==> config.mk <==
export PLATFORM = sky130hd
export DESIGN_NAME = refdiv_fastlock
export DESIGN_NICKNAME = d
export VERILOG_FILES = /design/src/rtl/refdiv_pkg.sv /design/src/rtl/refdiv_prescaler.sv /design/src/rtl/refdiv_counter.sv /design/src/rtl/refdiv_boost.sv /design/src/rtl/refdiv_fastlock.sv
export SDC_FILE = /design/constraint.sdc
export NUM_CORES = 1
export LEC_CHECK = 0
export CORE_UTILIZATION = 50
export DETAILED_ROUTE_END_ITERATION = 10
export DONT_BUFFER_PORTS = 1
export RECOVER_POWER = 50
export SLEW_MARGIN = 5
export SYNTH_ARGS = -nofsm -noshare
export SYNTH_HDL_FRONTEND = slang
export SYNTH_HIERARCHICAL = 1
export SYNTH_SLANG_ARGS = --single-unit
==> constraint.sdc <==
create_clock -name clk_i -period 2.65 [get_ports clk_i]
set_input_delay 0.3975 -clock clk_i [delete_from_list [all_inputs] [get_ports clk_i]]
set_output_delay 0.3975 -clock clk_i [all_outputs]
set_load 0.01 [all_outputs]
==> src/rtl/refdiv_pkg.sv <==
package refdiv_pkg;
  parameter int unsigned PRE_DIV_DEF   = 4;
  parameter int unsigned B_MIN_DEF     = 5;
  parameter int unsigned BOOST_FR_DEF  = 2;
  parameter int unsigned B_W_DEF       = 16;
  parameter int unsigned CODE_W_DEF    = 5;
endpackage

==> src/rtl/refdiv_prescaler.sv <==
module refdiv_prescaler #(
  parameter int unsigned PRE_DIV = refdiv_pkg::PRE_DIV_DEF
) (
  input  logic clk_i,
  input  logic rst_ni,
  input  logic run_i,
  output logic tick_o
);
  generate
    if (PRE_DIV > 1) begin : g_div
      localparam int unsigned PW = $clog2(PRE_DIV);
      localparam logic [PW-1:0] LAST = PW'(PRE_DIV - 1);
      logic [PW-1:0] cnt_q;

      always_ff @(posedge clk_i or negedge rst_ni) begin
        if (!rst_ni)            cnt_q <= '0;
        else if (!run_i)        cnt_q <= '0;
        else if (cnt_q == LAST) cnt_q <= '0;
        else                    cnt_q <= cnt_q + 1'b1;
      end

      assign tick_o = run_i && (cnt_q == LAST);

      // ticks never come back to back
      a_r1_tick_spaced: assert property (@(posedge clk_i) disable iff (!rst_ni)
        tick_o |=> !tick_o);
    end else begin : g_pass
      assign tick_o = run_i;
    end
  endgenerate
endmodule

==> src/rtl/refdiv_counter.sv <==
module refdiv_counter #(
  parameter int unsigned B_W   = refdiv_pkg::B_W_DEF,
  parameter int unsigned B_MIN = refdiv_pkg::B_MIN_DEF
) (
  input  logic           clk_i,
  input  logic           rst_ni,
  input  logic           run_i,
  input  logic           tick_i,
  input  logic [B_W-1:0] div_b_i,
  output logic           fr_o
);
  localparam logic [B_W-1:0] MIN_V = B_W'(B_MIN);

  logic [B_W-1:0] b_eff, reload, cnt_q;
  logic           fr_q;

  assign b_eff  = (div_b_i < MIN_V) ? MIN_V : div_b_i;
  assign reload = b_eff - 1'b1;

  always_ff @(posedge clk_i or negedge rst_ni) begin
    if (!rst_ni) begin
      cnt_q <= MIN_V - 1'b1;
      fr_q  <= 1'b0;
    end else if (!run_i) begin
      // standby: preload so the first period after start is full length
      cnt_q <= reload;
      fr_q  <= 1'b0;
    end else if (tick_i) begin
      if (cnt_q == '0) begin
        cnt_q <= reload;
        fr_q  <= 1'b1;
      end else begin
        cnt_q <= cnt_q - 1'b1;
        fr_q  <= 1'b0;
      end
    end else begin
      fr_q <= 1'b0;
    end
  end

  assign fr_o = fr_q;

  a_r1_fr_one_wide: assert property (@(posedge clk_i) disable iff (!rst_ni)
    fr_o |=> !fr_o);
  // reload never below the clamp
  a_r3_reload_floor: assert property (@(posedge clk_i) disable iff (!rst_ni)
    fr_o |-> cnt_q >= MIN_V - 1'b1);
  a_r5_standby_quiet: assert property (@(posedge clk_i) disable iff (!rst_ni)
    !run_i |=> !fr_o);
endmodule

==> src/rtl/refdiv_boost.sv <==
module refdiv_boost #(
  parameter int unsigned CODE_W   = refdiv_pkg::CODE_W_DEF,
  parameter int unsigned BOOST_FR = refdiv_pkg::BOOST_FR_DEF
) (
  input  logic              clk_i,
  input  logic              rst_ni,
  input  logic              operate_i,
  input  logic              load_i,
  input  logic              fr_i,
  input  logic [CODE_W-1:0] code_i,
  output logic              oe_o,
  output logic [CODE_W-1:0] lvl_o
);
  localparam int unsigned CW = $clog2(BOOST_FR + 1);
  localparam logic [CW-1:0] START = CW'(BOOST_FR);

  logic          op_q, trig;
  logic [CW-1:0] win_q;

  assign trig = operate_i && (!op_q || load_i);

  always_ff @(posedge clk_i or negedge rst_ni) begin
    if (!rst_ni) begin
      op_q  <= 1'b0;
      win_q <= '0;
    end else begin
      op_q <= operate_i;
      if (!operate_i)                win_q <= '0;
      else if (trig)                 win_q <= START;  // retrigger wins over a pulse
      else if (fr_i && win_q != '0)  win_q <= win_q - 1'b1;
    end
  end

  assign oe_o  = (win_q != '0) && (code_i != '0);
  assign lvl_o = oe_o ? code_i : '0;

  a_r5_standby_off: assert property (@(posedge clk_i) disable iff (!rst_ni)
    !operate_i |=> !oe_o);
  a_r6_start_on_run: assert property (@(posedge clk_i) disable iff (!rst_ni)
    (operate_i && !op_q && code_i != '0) |=> (oe_o || code_i == '0));
  a_r7_start_on_load: assert property (@(posedge clk_i) disable iff (!rst_ni)
    (operate_i && load_i && code_i != '0) |=> (oe_o || code_i == '0));
  a_r8_window_close: assert property (@(posedge clk_i) disable iff (!rst_ni)
    (operate_i && !trig && fr_i && win_q == CW'(1)) |=> !oe_o);
  a_r9_zero_code: assert property (@(posedge clk_i) disable iff (!rst_ni)
    (code_i == '0) |-> (!oe_o && lvl_o == '0));
endmodule

==> src/rtl/refdiv_fastlock.sv <==
module refdiv_fastlock #(
  parameter int unsigned B_W      = refdiv_pkg::B_W_DEF,
  parameter int unsigned CODE_W   = refdiv_pkg::CODE_W_DEF,
  parameter int unsigned PRE_DIV  = refdiv_pkg::PRE_DIV_DEF,
  parameter int unsigned B_MIN    = refdiv_pkg::B_MIN_DEF,
  parameter int unsigned BOOST_FR = refdiv_pkg::BOOST_FR_DEF
) (
  input  logic              clk_i,
  input  logic              rst_ni,
  input  logic              operate_i,
  input  logic              load_i,
  input  logic [B_W-1:0]    div_b_i,
  input  logic [CODE_W-1:0] boost_code_i,
  output logic              fr_o,
  output logic [CODE_W-1:0] boost_lvl_o,
  output logic              boost_oe_o
);
  logic tick;

  refdiv_prescaler #(.PRE_DIV(PRE_DIV)) i_pre (
    .clk_i(clk_i), .rst_ni(rst_ni), .run_i(operate_i), .tick_o(tick)
  );

  refdiv_counter #(.B_W(B_W), .B_MIN(B_MIN)) i_cnt (
    .clk_i(clk_i), .rst_ni(rst_ni), .run_i(operate_i), .tick_i(tick),
    .div_b_i(div_b_i), .fr_o(fr_o)
  );

  refdiv_boost #(.CODE_W(CODE_W), .BOOST_FR(BOOST_FR)) i_bst (
    .clk_i(clk_i), .rst_ni(rst_ni), .operate_i(operate_i), .load_i(load_i),
    .fr_i(fr_o), .code_i(boost_code_i), .oe_o(boost_oe_o), .lvl_o(boost_lvl_o)
  );

  // a pulse only follows a prescaler tick
  a_r2_fr_after_tick: assert property (@(posedge clk_i) disable iff (!rst_ni)
    fr_o |-> $past(tick));
  a_r10_level_gate: assert property (@(posedge clk_i) disable iff (!rst_ni)
    (boost_oe_o ? boost_lvl_o == boost_code_i : boost_lvl_o == '0));
endmodule

; Word-level counts from Yosys, hierarchy flattened
; Index checks and enable logic that the tools add are counted.
[totals]
wordCells = 35
inputBits = 25
output_inout_bits = 7
regBits = 22
[op_classes]
n_mux = 13
magnitude_cmp = 1
addsub = 4
n_eq_ne = 3
n_reduce_logical = 9
[ops]
columns = cell, n
row1 = 16-bit two-way mux, 4
row2 = "16-bit by 1-bit subtractor with 16-bit output, second input constant", 2
row3 = 16-bit zero test, 1
row4 = "16-bit by 3-bit less-than comparator with 1-bit output, second input constant", 1
row5 = 2-bit two-way mux, 5
row6 = 5-bit two-way mux, 1
row7 = 5-bit nonzero test, 1
row8 = 1-bit logical AND, 4
row9 = 1-bit two-way mux, 3
row10 = "3-bit by 1-bit != test with 1-bit output, second input constant", 1
row11 = "2-bit by 1-bit adder with 2-bit output, second input constant", 1
row12 = "2-bit == test, second input constant", 1
row13 = "2-bit by 1-bit != test with 1-bit output, second input constant", 1
row14 = 2-bit nonzero test, 1
row15 = "2-bit by 1-bit subtractor with 2-bit output, second input constant", 1
row16 = 1-bit zero test, 1
row17 = 1-bit logical OR, 1

; Depth between registers and ports, before layout
[logic_depth]
ltp_word = 6
ltp_mapped = 11
mapped_depth_nobuf = 10

; By module
; The synthesis kept the hierarchy.
[modules_own_cells]
columns = mod, instances, cells_per_inst, area_each_um2, seq_area_each_um2
row1 = refdiv_counter, 1, 170, 1455.1, 426.7
row2 = refdiv_boost, 1, 20, 209.0, 75.1
row3 = refdiv_prescaler, 1, 6, 88.8, 50.0

; Least setup slack after synthesis
; No wires, ideal clock.
[synth_timing]
path_type = input -> register
start = input div_b_i[13]
end = register i_cnt.cnt_q[8]
arrival_ps = 2777
required_time_ps = 2530
cell_stages = 10
path_buffers = 0
setup_slack_ps = -248
path_cell_list = or4_1 nor4_4 nand2_1 o21ai_0 ha_1 nand2b_1 or3_1 o41ai_1 o311ai_0 o211a_1
[synth_between]
elab_chain_len = 6
[synth_lines]
columns = item, line
row1 = "start, declared", refdiv_fastlock.sv:12  ; input logic [B_W-1:0] div_b_i,
row2 = 16-bit by 3-bit less-than comparator with 1-bit output (*), refdiv_counter.sv:17  ; assign b_eff = (div_b_i < MIN_V) ? MIN_V : div_b_i;
row3 = 16-bit two-way mux (*), refdiv_counter.sv:17
row4 = 16-bit by 1-bit subtractor with 16-bit output (*), refdiv_counter.sv:18  ; assign reload = b_eff - 1'b1;
row5 = 16-bit two-way mux, refdiv_counter.sv:29  ; if (cnt_q == '0) begin
row6 = 16-bit two-way mux, refdiv_counter.sv:28  ; end else if (tick_i) begin
row7 = 16-bit two-way mux (*), refdiv_counter.sv:24  ; end else if (!run_i) begin
row8 = "end signal, assigned", refdiv_counter.sv:22  ; cnt_q <= MIN_V - 1'b1;
row9 = "end signal, assigned", refdiv_counter.sv:26  ; cnt_q <= reload;
row10 = "end signal, assigned", refdiv_counter.sv:30  ; cnt_q <= reload;
row11 = "end, declared", refdiv_counter.sv:14  ; logic [B_W-1:0] b_eff, reload, cnt_q;
; Every way passes the cells marked *; elsewhere a longest branch is shown, timed or not. The select of a mux whose other input is x is not followed.
; A chain may end at the register's enable or synchronous reset.

; Final worst setup path
[layout_timing]
start = register i_cnt.cnt_q[0]
end = register i_cnt.cnt_q[12]
[layout_between]
elab_chain_len = 4
[layout_lines]
columns = item, line
row1 = 16-bit by 1-bit subtractor with 16-bit output or 16-bit zero test (tied branches), "refdiv_counter.sv:33, refdiv_counter.sv:29"
row2 = 16-bit two-way mux (*), refdiv_counter.sv:29
row3 = 16-bit two-way mux (*), refdiv_counter.sv:28
row4 = 16-bit two-way mux (*), refdiv_counter.sv:24
; Marks and branches as above.

==> results.toml <==
[global_routing]
grt-ovfl-total = 0
busiest_layer = "met2"
track_usage_pct = 24.7
grt_pass1_vias = 1468
grt_pass1_wl_mm = 6.75
antenna_found_initial = 0
grt_util_met1_pct = 31.9
met3_usage_pct = 2.94
use_met2_pct = 43.2
grt_max_degree = 23

[sta]
tns_ps = 0
rsz0062_at_grt = "no"
relSlewSlack_pct = 33.8
hold_viol = 0
drv_slew = 0
max_freq_mhz = 397
setup_viol = 0
finalCritPeriodShare_pct = 95.0
worst_pin_slew_ps = 990
layout_setup_ws_ps = 134
period_minus_slack_ps = 2520
skew_ps = 3.69

[die]
dieArea_um2 = 3750
initial_core_util_pct = 52.5
core_um2 = 3340
die_width_um = 61.2
die_height_um = 61.2
top_level_ports = 32
row_count = 21

[worst_setup_path]
r2r_end = "i_cnt/cnt_q[12]"
reg2reg_slack_ps = 130
slowest_stage = "or4_4"
max_stage_delay_ps = 470
crit_chain = "inv_1 > ha_1 > or3b_1 > or4_4 > or3_1 > a211o_1 > a22oi_1"
path_class = "flop to flop"
reg2reg_depth = 7
crit_start = "i_cnt/cnt_q[0]"
worstPathMaxFanout = 5
worstPathRequired_ps = 2890
arrival_ps = 2750
cp-start-kind = "flop"
worstReg2RegStart = "i_cnt/cnt_q[0]"
end_kind = "flop"

[pwr]
switching_share_pct = 28.4
p_comb_share_pct = 20.5
p_leak_uw = 0.000750
ir_worst_vdd_mv = 0.172
p_total_uw = 845
power_frac_clock_pct = 30.6
p_sw_uw = 240
seq_power_share_pct = 48.9
internal_power_uw = 605
power_density_nw_per_um2 = 437

[place]
io_buffers = 0
dp.final_hpwl_mm = 3.29
dpl_cell_area_um2 = 1880
dp_slack_ps = -122
place.gp.congestion = 0.873

[clock_tree]
clkTransAtPathRegs_ps = 130
cts_tree = "done"
cts_resized = 0
hold_buffers = 1
numCtsBuffers = 3
clock_path_buffers = 2
cts_root_buf = "clkbuf_4"
cts.htree.levels = 1
cts.sinks = 22
postCtsSetupBuffers = 0
clk_latency_ps = 310

[route]
drc = 0
drt-vias-per-instance = 6.33
via_count = 1596
dr.pass1.iters = 4
drt-initial-drc-count = 50
drt-wirelength-per-cell_um = 17.0
drtAntennaViolNets = 0
routed_wirelength_mm = 4.29

[layout]
design_area_um2 = 1930
n_antenna_cell = 0
final_cell_mix = "dfrtp_1 (21), nor2_1 (16), a21oi_1 (11), o21ai_0 (11), nand2_1 (10)"
drive_gt1_share_pct = 19.9
syn_to_final_growth_pct = 10.4
final_common_cell = "dfrtp_1"
finalNetCount = 237

[synth]
postSynthAreaPerCell_um2 = 8.94
synthArstFlopShare_pct = 100
ys.warnings.count = 6
yosysSeqAreaShare_pct = 31.5
ys_types = 58
synth_edf_count = 0
postSynthCellCount = 196
synth-seq-cells = 22
synth_flop_cell = "dfrtp_1"
postSynthNetCount = 226
netlist_area_um2 = 1750

[min_path]
hp-start = "operate_i"
hold_path_depth = 0
hold_path_class = "input pin to flop"
min_to = "i_bst/op_q"

[run]
maxCapViolations = 0

[run_status]
status = "complete, no violations"
==> worst max-delay path by stage <==
stage	endpoint	slack, ps	depth (start not counted)
after floorplan	i_cnt/cnt_q[8]	-100	10
after global routing	i_cnt/cnt_q[12]	10	7
after global placement	i_cnt/cnt_q[14]	-60	11
after detailed placement	i_cnt/cnt_q[8]	-120	10
final	i_cnt/cnt_q[12]	130	7
after CTS	i_cnt/cnt_q[12]	140	7
==> worst max-delay path, delay by kind of cell, from the launching register on <==
kind                       cells  cell delay (ps)
AOI/OAI and AO/OA              2              450
adders and majority gates      1              230
buffers and inverters          1               90
DFF                            1              430
and+or+nand+nor                3             1260
==> cells in the mapped netlist, drive strengths merged (5+ instances only) <==
cell type / instances / area (um^2)
a21oi: 11 / 55.1
and2b: 5 / 43.8
dfrtp: 21 / 526
ha: 5 / 62.6
inv: 8 / 30.0
nand2: 11 / 43.8
nand3: 6 / 30.0
nor2: 17 / 66.3
nor3: 8 / 40.0
nor4: 9 / 77.6
o21ai: 12 / 60.1
or3: 5 / 31.3
or4: 6 / 52.6
xor2: 5 / 43.8
==> logic make-up (layout without fill, tap and decap cells) <==
family / Yosys count / after routing / share of synthesized area (%)
compound gates: 55 / 55 / 23.5
xor+xnor: 9 / 9 / 4.50
fa+ha+maj: 5 / 5 / 3.57
buf+inv: 12 / 22 / 3.00
flops: 22 / 22 / 31.5
mux: 1 / 1 / 0.856
simple gates: 92 / 92 / 33.1
==> power by group through the flow <==
stage / clock (uW) / sequential (uW) / combinational, uW
floorplan: 0 / 408 / 137
global placement: 0 / 417 / 163
detailed placement: 0 / 419 / 166
CTS: 267 / 412 / 175
global route: 279 / 421 / 192
finish: 259 / 413 / 173
==> area by class of cell <==
cell class	count	area (um^2)
Clock inverter	1	30.0
Sequential cell	22	552
Tap cell	46	57.6
Multi-Input combinational cell	162	1160
Inverter	8	30.0
Fill cell	306	1400
Timing Repair Buffer	10	77.6
Clock buffer	3	22.5
==> metrics by stage <==
step | utilization (%) | hold WS, ps | cells
floorplan | - | 102 | 196
global placement | 56.3 | 102 | 247
detailed placement | 56.3 | 102 | 247
CTS | 58.2 | 85.8 | 252
global route | 58.0 | 75.9 | 252
finish | 58.0 | 101 | 252
==> registers in the layout, summed over array words and instances, names as in the netlist <==
name               count
i_bst/op_q             1
i_bst/win_q            2
i_cnt/cnt_q           16
i_cnt/fr_o             1
i_pre/g_div.cnt_q      2
==> per-layer routing <==
layer,part of all wire [%],vias to the layer above
met1,45,765
li1,-,775
met4,0,0
met2,50,56
met3,5.0,0
met5,0,-
(Power assumes the default switching activity.)
